## src/rtl/spi_fe_pkg.sv

```systemverilog
package spi_fe_pkg;
  typedef struct packed {
    logic sclk;
    logic mosi;
    logic sel_n;
    logic pause_n;
  } spi_pins_t;

  localparam spi_pins_t PINS_IDLE = '{sclk: 1'b0, mosi: 1'b0, sel_n: 1'b1, pause_n: 1'b1};
endpackage

```

## src/rtl/spi_fe_sync.sv

```systemverilog
module spi_fe_sync #(
  parameter int W = 4,
  parameter int STAGES = 2,
  parameter logic [W-1:0] RST_VAL = '0
) (
  input  logic         clk,
  input  logic         rst,
  input  logic [W-1:0] d,
  output logic [W-1:0] q
);
  logic [W-1:0] st [STAGES];

  always_ff @(posedge clk) begin
    if (rst) st[0] <= RST_VAL;
    else     st[0] <= d;
  end

  for (genvar g = 1; g < STAGES; g++) begin : g_stage
    always_ff @(posedge clk) begin
      if (rst) st[g] <= RST_VAL;
      else     st[g] <= st[g-1];
    end
  end

  assign q = st[STAGES-1];
endmodule

```

## src/rtl/spi_fe_hold.sv

```systemverilog
module spi_fe_hold (
  input  logic clk,
  input  logic rst,
  input  logic selected,
  input  logic pause_n_s,
  input  logic pause_n_p,
  input  logic sclk_s,
  output logic paused,
  output logic pause_lvl
);
  always_ff @(posedge clk) begin
    if (rst) begin
      paused    <= 1'b0;
      pause_lvl <= 1'b0;
    end else if (!selected) begin
      paused <= 1'b0;
    end else if (!paused) begin
      if (!pause_n_s && pause_n_p) begin
        paused    <= 1'b1;
        pause_lvl <= sclk_s;
      end
    end else if (pause_n_s && (sclk_s == pause_lvl)) begin
      paused <= 1'b0;
    end
  end
endmodule

```

## src/rtl/spi_fe_shift.sv

```systemverilog
module spi_fe_shift #(
  parameter int DW = 8,
  localparam int CW = $clog2(DW)
) (
  input  logic          clk,
  input  logic          rst,
  input  logic          restart,
  input  logic          rise_ev,
  input  logic          fall_ev,
  input  logic          mosi_s,
  input  logic [DW-1:0] tx_byte,
  output logic [DW-1:0] rx_byte,
  output logic          rx_valid,
  output logic          tx_req,
  output logic          miso,
  output logic [CW-1:0] bit_cnt
);
  localparam logic [CW-1:0] LAST = CW'(DW - 1);

  logic [DW-1:0] rx_sr;
  logic [DW-1:0] tx_sr;

  always_ff @(posedge clk) begin
    if (rst) begin
      rx_sr    <= '0;
      tx_sr    <= '0;
      rx_byte  <= '0;
      rx_valid <= 1'b0;
      tx_req   <= 1'b0;
      miso     <= 1'b0;
      bit_cnt  <= '0;
    end else begin
      rx_valid <= 1'b0;
      tx_req   <= 1'b0;
      if (restart) begin
        bit_cnt <= '0;
      end else if (rise_ev) begin
        rx_sr <= {rx_sr[DW-2:0], mosi_s};
        if (bit_cnt == LAST) begin
          bit_cnt  <= '0;
          rx_byte  <= {rx_sr[DW-2:0], mosi_s};
          rx_valid <= 1'b1;
        end else begin
          bit_cnt <= bit_cnt + 1'b1;
        end
      end else if (fall_ev) begin
        if (bit_cnt == '0) begin
          miso   <= tx_byte[DW-1];
          tx_sr  <= {tx_byte[DW-2:0], 1'b0};
          tx_req <= 1'b1;
        end else begin
          miso  <= tx_sr[DW-1];
          tx_sr <= {tx_sr[DW-2:0], 1'b0};
        end
      end
    end
  end
endmodule

```

## src/rtl/spi_hold_frontend.sv

```systemverilog
module spi_hold_frontend #(
  parameter int DATA_W = 8,
  parameter int SYNC_STAGES = 2
) (
  input  logic              clk,
  input  logic              rst,
  input  logic              sclk_i,
  input  logic              mosi_i,
  input  logic              sel_n_i,
  input  logic              pause_n_i,
  input  logic              tx_en,
  input  logic [DATA_W-1:0] tx_byte,
  output logic              miso_o,
  output logic              miso_oe_o,
  output logic [DATA_W-1:0] rx_byte,
  output logic              rx_valid,
  output logic              tx_req,
  output logic              frame_start,
  output logic              frame_end,
  output logic              opcode_seen
);
  import spi_fe_pkg::*;

  localparam int CNT_W  = $clog2(DATA_W);
  localparam int PINS_W = $bits(spi_pins_t);

  spi_pins_t pins_raw, pins_s;
  logic sclk_s, mosi_s, sel_n_s, pause_n_s;
  logic sclk_p, sel_n_p, pause_n_p;
  logic paused, pause_lvl;
  logic live, rise_ev, fall_ev;
  logic [CNT_W-1:0] bit_cnt;

  assign pins_raw = '{sclk: sclk_i, mosi: mosi_i, sel_n: sel_n_i, pause_n: pause_n_i};

  spi_fe_sync #(.W(PINS_W), .STAGES(SYNC_STAGES), .RST_VAL(PINS_IDLE)) u_sync (
    .clk(clk), .rst(rst), .d(pins_raw), .q(pins_s)
  );

  assign sclk_s    = pins_s.sclk;
  assign mosi_s    = pins_s.mosi;
  assign sel_n_s   = pins_s.sel_n;
  assign pause_n_s = pins_s.pause_n;

  always_ff @(posedge clk) begin
    if (rst) begin
      sclk_p    <= 1'b0;
      sel_n_p   <= 1'b1;
      pause_n_p <= 1'b1;
    end else begin
      sclk_p    <= sclk_s;
      sel_n_p   <= sel_n_s;
      pause_n_p <= pause_n_s;
    end
  end

  spi_fe_hold u_hold (
    .clk(clk), .rst(rst), .selected(!sel_n_s), .pause_n_s(pause_n_s),
    .pause_n_p(pause_n_p), .sclk_s(sclk_s), .paused(paused), .pause_lvl(pause_lvl)
  );

  assign live    = !sel_n_s && !paused && pause_n_s;
  assign rise_ev = live && sclk_s && !sclk_p;
  assign fall_ev = live && !sclk_s && sclk_p;

  spi_fe_shift #(.DW(DATA_W)) u_shift (
    .clk(clk), .rst(rst), .restart(!sel_n_s && sel_n_p),
    .rise_ev(rise_ev), .fall_ev(fall_ev), .mosi_s(mosi_s), .tx_byte(tx_byte),
    .rx_byte(rx_byte), .rx_valid(rx_valid), .tx_req(tx_req), .miso(miso_o),
    .bit_cnt(bit_cnt)
  );

  always_ff @(posedge clk) begin
    if (rst) begin
      miso_oe_o   <= 1'b0;
      frame_start <= 1'b0;
      frame_end   <= 1'b0;
      opcode_seen <= 1'b0;
    end else begin
      miso_oe_o   <= live && tx_en;
      frame_start <= !sel_n_s && sel_n_p;
      frame_end   <= sel_n_s && !sel_n_p;
      if (!sel_n_s && sel_n_p) opcode_seen <= 1'b0;
      else if (rx_valid)       opcode_seen <= 1'b1;
    end
  end
endmodule

```

## config.mk

```make
export PLATFORM = sky130hd
export DESIGN_NAME = spi_hold_frontend
export DESIGN_NICKNAME = d
export VERILOG_FILES = /design/src/rtl/spi_fe_pkg.sv /design/src/rtl/spi_fe_sync.sv /design/src/rtl/spi_fe_hold.sv /design/src/rtl/spi_fe_shift.sv /design/src/rtl/spi_hold_frontend.sv
export SDC_FILE = /design/constraint.sdc
export NUM_CORES = 1
export LEC_CHECK = 0
export BUFFER_PORTS_ARGS = -buffer_cell sky130_fd_sc_hd__buf_2
export CORE_ASPECT_RATIO = 1.4
export CORE_MARGIN = 8
export CORE_UTILIZATION = 40
export CTS_CLUSTER_DIAMETER = 120
export CTS_CLUSTER_SIZE = 8
export DETAILED_ROUTE_END_ITERATION = 10
export PLACE_DENSITY = 0.6
export SLEW_MARGIN = 0
export SYNTH_ARGS = -nofsm -noshare
export SYNTH_HDL_FRONTEND = slang
export SYNTH_SLANG_ARGS = --single-unit
```

## constraint.sdc

```tcl
create_clock -name clk -period 1.7 [get_ports clk]
set_input_delay 0.085 -clock clk [delete_from_list [all_inputs] [get_ports clk]]
set_output_delay 0.085 -clock clk [all_outputs]
set_load 0.02 [all_outputs]
```

Word-level counts from Yosys, hierarchy flattened. Memories as Yosys holds them, arrays and structs flattened. Index checks and enable logic that the tools add are counted.

Register bits: 38. Bits in latches: 0. Bits in writable memories: 8. Memory bits (read-only): 0. Bits of input ports: 15. Output and inout bits: 15. Logic and storage cells: 66. Memories kept: 1.

$add $sub $neg: 1. Multiply operators: 0. Div/mod/pow operators: 0. Order comparisons: 0. Eq/ne operators: 2. Shift-type cells: 0. Multiplexer cells: 13. Bitwise gates (word level): 7. Reductions and logical operators: 26.

Memory list: u_sync.st (words 2, bits a word 4, rd ports 2, clocked after memory_dff 0, write ports 2, line spi_fe_sync.sv:11) `logic [W-1:0] st [STAGES];`.

Operator list (count): 1-bit logical AND (11); 1-bit 2-to-1 mux (9); 3-bit AND reduction (3); 4-bit 2-to-1 mux (2); 8-bit 2-to-1 mux (1); 1-bit zero test (6); 1-bit NOT (5); 2-bit OR reduction (2); 4-bit OR reduction (1); 3-bit by 1-bit adder with 3-bit output (second input constant) (1); 3-bit equality test (second input constant) (1); 3-bit zero test (1); 3-bit 2-to-1 mux (1); 3-bit OR reduction (1); 1-bit bitwise OR (2); 2-bit AND reduction (1); 1-bit equality test (1).

Logic depth before layout (Yosys ltp).
Depth after elaboration: 7. Depth in mapped cells: 6. Depth with buffers taken out: 5.

Cells and area by module. Synthesis repeated with hierarchy kept, for this count alone.

Cells, all modules: 156. Area, all modules: 1721.7 µm².

Modules (own cells, without submodules): spi_fe_shift (times used 1, cells each 109, area each 1162.4 µm², seq. area each 560.5 µm²); spi_hold_frontend (times used 1, cells each 20, area each 237.7 µm², seq. area each 140.1 µm²); spi_fe_sync (times used 1, cells each 16, area each 210.2 µm², seq. area each 160.2 µm²); spi_fe_hold (times used 1, cells each 11, area each 111.4 µm², seq. area each 40.0 µm²).

Least setup slack after synthesis. Ideal clock, no wire load.

Kind: reg2reg. From: memory u_sync.st[1][0]. To: register u_shift.rx_sr[0]. Library setup time: 0.072 ns. Arrival: 1.329 ns. Required time: 1.628 ns. Setup slack: 0.300 ns. Stages on the path, launching flop included: 4. Path buffers: 0. Period minus slack after synthesis: 1.400 ns. Cell sequence: dfxtp_1 or3b_4 nor3_4 mux2i_1.

RTL lines: start: declaration (line spi_fe_sync.sv:11); end signal: assignment (line spi_fe_shift.sv:38) `rx_sr <= {rx_sr[DW-2:0], mosi_s};`; end: declaration (line spi_fe_shift.sv:20) `logic [DW-1:0] rx_sr;`.

==> metrics.yaml <==
status: "complete, no violations"
syn_inst: 165
pwr-share-clk: 0.450
core_area_um2: 4170
drv_slew: 0
grt_pass1_vias: 1271
die_y_um: 93.2
num_vias: 1249
intPower_uw: 1690
slowest_stage: "dfxtp_1"
insertion_delay_ns: 0.30
skew_ns: 0.00835
grt_pass1_wl_mm: 5.79
clock-sinks: 45
syn2layout_area_growth_pct: 21.1
period_share: 0.917
vdd_ir_drop_max_mv: 0.518
cts_hold_buf: 3
comb_power_share: 0.037
grt_util_all_layers: 0.109
numCtsBuffers: 5
p_sw_frac: 0.194
hold_class: "in2reg"
antenna_found_initial: 0
postRouteAntennaNets: 0
viasPerCell: 5.10
place_area_um2: 1900
register_area_um2: 901
path_buf_inv: 1
multiInputGateArea_um2: 736
dp_hpwl_mm: 2.51
portBuffers: 29
crit_fanout: 11
dieWidth_um: 71.1
cts_max_level: 2
critPathCaptureType: "flip-flop"
initial_core_util: 0.408
p_seq_frac: 0.513
switching_power_uw: 405
synth.top_cell.area_share: 0.529
clkSlewWorstSetupHoldPaths_ns: 0.08
drive_above_1_share: 0.240
die_area_um2: 6630
synth.net_count: 183
global_route.overflow_total: 0
synth_area_um2: 1700
crit_arrival_ns: 1.78
grt_max_degree: 27
synth_cell_type_count: 27
setup_viol: 0
drc: 0
avgSynthCellArea_um2: 10.3
slowest_delay_ns: 0.38
synthFlopType: "dfxtp_1"
p_per_area_nw_per_um2: 1010
hold_viol: 0
max_slew_margin: 0.695
fillers: 389
yosysWarnings: 0
path_class: "reg2reg"
cts-root-buf: "clkbuf_8"
drt-initial-drc-count: 47
required_ns: 1.92
tightest_slew_ns: 0.456
fin_area_um2: 2060
post_cts_resized: 0
critPathTopFamily: "simple AND/OR/NAND/NOR gates"
max_freq_mhz: 641
startpoint_type: "flip-flop"
p_leak_uw: 0.000916
synthTopCellsByArea: "dfxtp_1 (53%), mux2i_1 (15%), nand2_1 (4.4%), a211oi_1 (3.5%), nor2b_1 (2.9%)"
cts_buffer_depth: 2
fp-row-count: 28
routed_wirelength_mm: 3.37
grt_setup_unrepaired: "false"
place_congestion: 0.763
setup-tns-final_ns: 0
drv_cap: 0
crit_chain: "nor4b_1 -> buf_4 -> and2_1 -> mux2i_1"
wire_per_inst_um: 13.8
synth-seq-area-share: 0.529
fin_nets: 217
layout_min_cycle_time_ns: 1.56
synth_area_leader_cell: "dfxtp_1"
synth-async-reset-ratio: 0
synth_edf_count: 0
diodes: 0
dr.pass1.iters: 4
io_pins: 30
post_cts_buffers: 0
cts_tree: "yes"
synth-seq-cells: 45
## cells in the final DEF, fill, tap and decap left out, drive strengths merged
cell type and instances:
a211oi 8, a21oi 9, a41o 1, and2 2, and3b 1, buf 34, bufinv 2, clkbuf 5
clkinv 1, dfxtp 45, dlygate4sd3 3, ha 3, inv 6, mux2i 26, nand2 20, nand2b 2
nor2 5, nor2b 8, nor3 3, nor3b 1, nor4 1, nor4b 2, o211ai 3, or2 4
or3 2, or3b 1, or4 1, xnor2 1
## worst paths after layout
| path | from | endpoint | slack, ns | cells past startpoint |
|---|---|---|---|---|
| worst max register to register | u_sync.st[1][1]$_SDFF_PP1_ | u_shift.rx_byte[4]$_SDFFE_PP0P_ | 0.14 | 4 |
| worst min-delay path | mosi_i | u_sync.st[0][2]$_SDFF_PP0_ | 0.003 | 2 |
| worst min register to register | u_sync.st[0][0]$_SDFF_PP1_ | u_sync.st[1][0]$_SDFF_PP1_ | 0.41 | 1 |
| worst max-delay path | u_sync.st[1][1]$_SDFF_PP1_ | u_shift.rx_byte[4]$_SDFFE_PP0P_ | 0.14 | 4 |
## registers in the layout, indices dropped and copies added, names as in the netlist, 3 cells and up
signal           count
u_shift.rx_byte      8
u_shift.bit_cnt      3
u_shift.tx_sr        7
u_shift.rx_sr        7
u_sync.st            8
## cell families after synthesis
group           share of synthesized area
simple gates                        0.171
buf+inv                            0.0389
flops                               0.529
compound gates                     0.0808
xor+xnor                          0.00514
fa+ha+maj                          0.0220
mux                                 0.153
## stage by stage
step	total power [uW]	std cells	worst slack (ns)	util	hold WS, ns
CTS	2110	245	0.140	0.495	0.00190
detailed placement	1170	234	0.166	0.455	0.269
floorplan	1140	165	0.300	-	0.189
global route	2170	245	0.0208	0.495	0.00718
global placement	1170	234	0.224	0.455	0.268
finish	2090	245	0.141	0.495	0.00263
## power by group through the flow
stage | clock (uW) | combinational, uW | sequential (uW)
2_1_floorplan | 0 | 43.4 | 1100
3_3_place_gp | 0 | 72.1 | 1100
3_5_place_dp | 0 | 73.5 | 1100
4_1_cts | 960 | 79.2 | 1070
5_1_grt | 1010 | 87.4 | 1080
6_report | 941 | 78.0 | 1070
## layout make-up
class                      instances  share of cell area
timing repair buffer              37               0.103
clock buffer                       5              0.0334
clock inverter                     3              0.0316
sequential                        45               0.437
inverter                           6              0.0109
multi-input combinational        104               0.357
tap                               45              0.0273
## cell usage after synthesis (2+ instances only)
| master | n |
|---|---|
| dfxtp_1 | 45 |
| or3_1 | 2 |
| and2_1 | 2 |
| nor2_1 | 5 |
| nand2_1 | 20 |
| clkbuf_1 | 7 |
| nor3_1 | 2 |
| ha_1 | 3 |
| mux2i_1 | 26 |
| a211oi_1 | 8 |
| nand2b_1 | 2 |
| nor2b_1 | 8 |
| inv_1 | 6 |
| buf_2 | 2 |
| o211ai_1 | 3 |
| or2_2 | 4 |
| nor4b_1 | 2 |
| a21oi_1 | 9 |
## routing by layer
| metal | share of wire | track usage | routed length, um |
|---|---|---|---|
| met5 | 0 | 0 | 0 |
| met4 | 0.025 | 0.0627 | 84 |
| met3 | 0.062 | 0.0385 | 210 |
| met2 | 0.49 | 0.188 | 1660 |
| met1 | 0.42 | 0.111 | 1420 |
(Power assumes the default switching activity.)
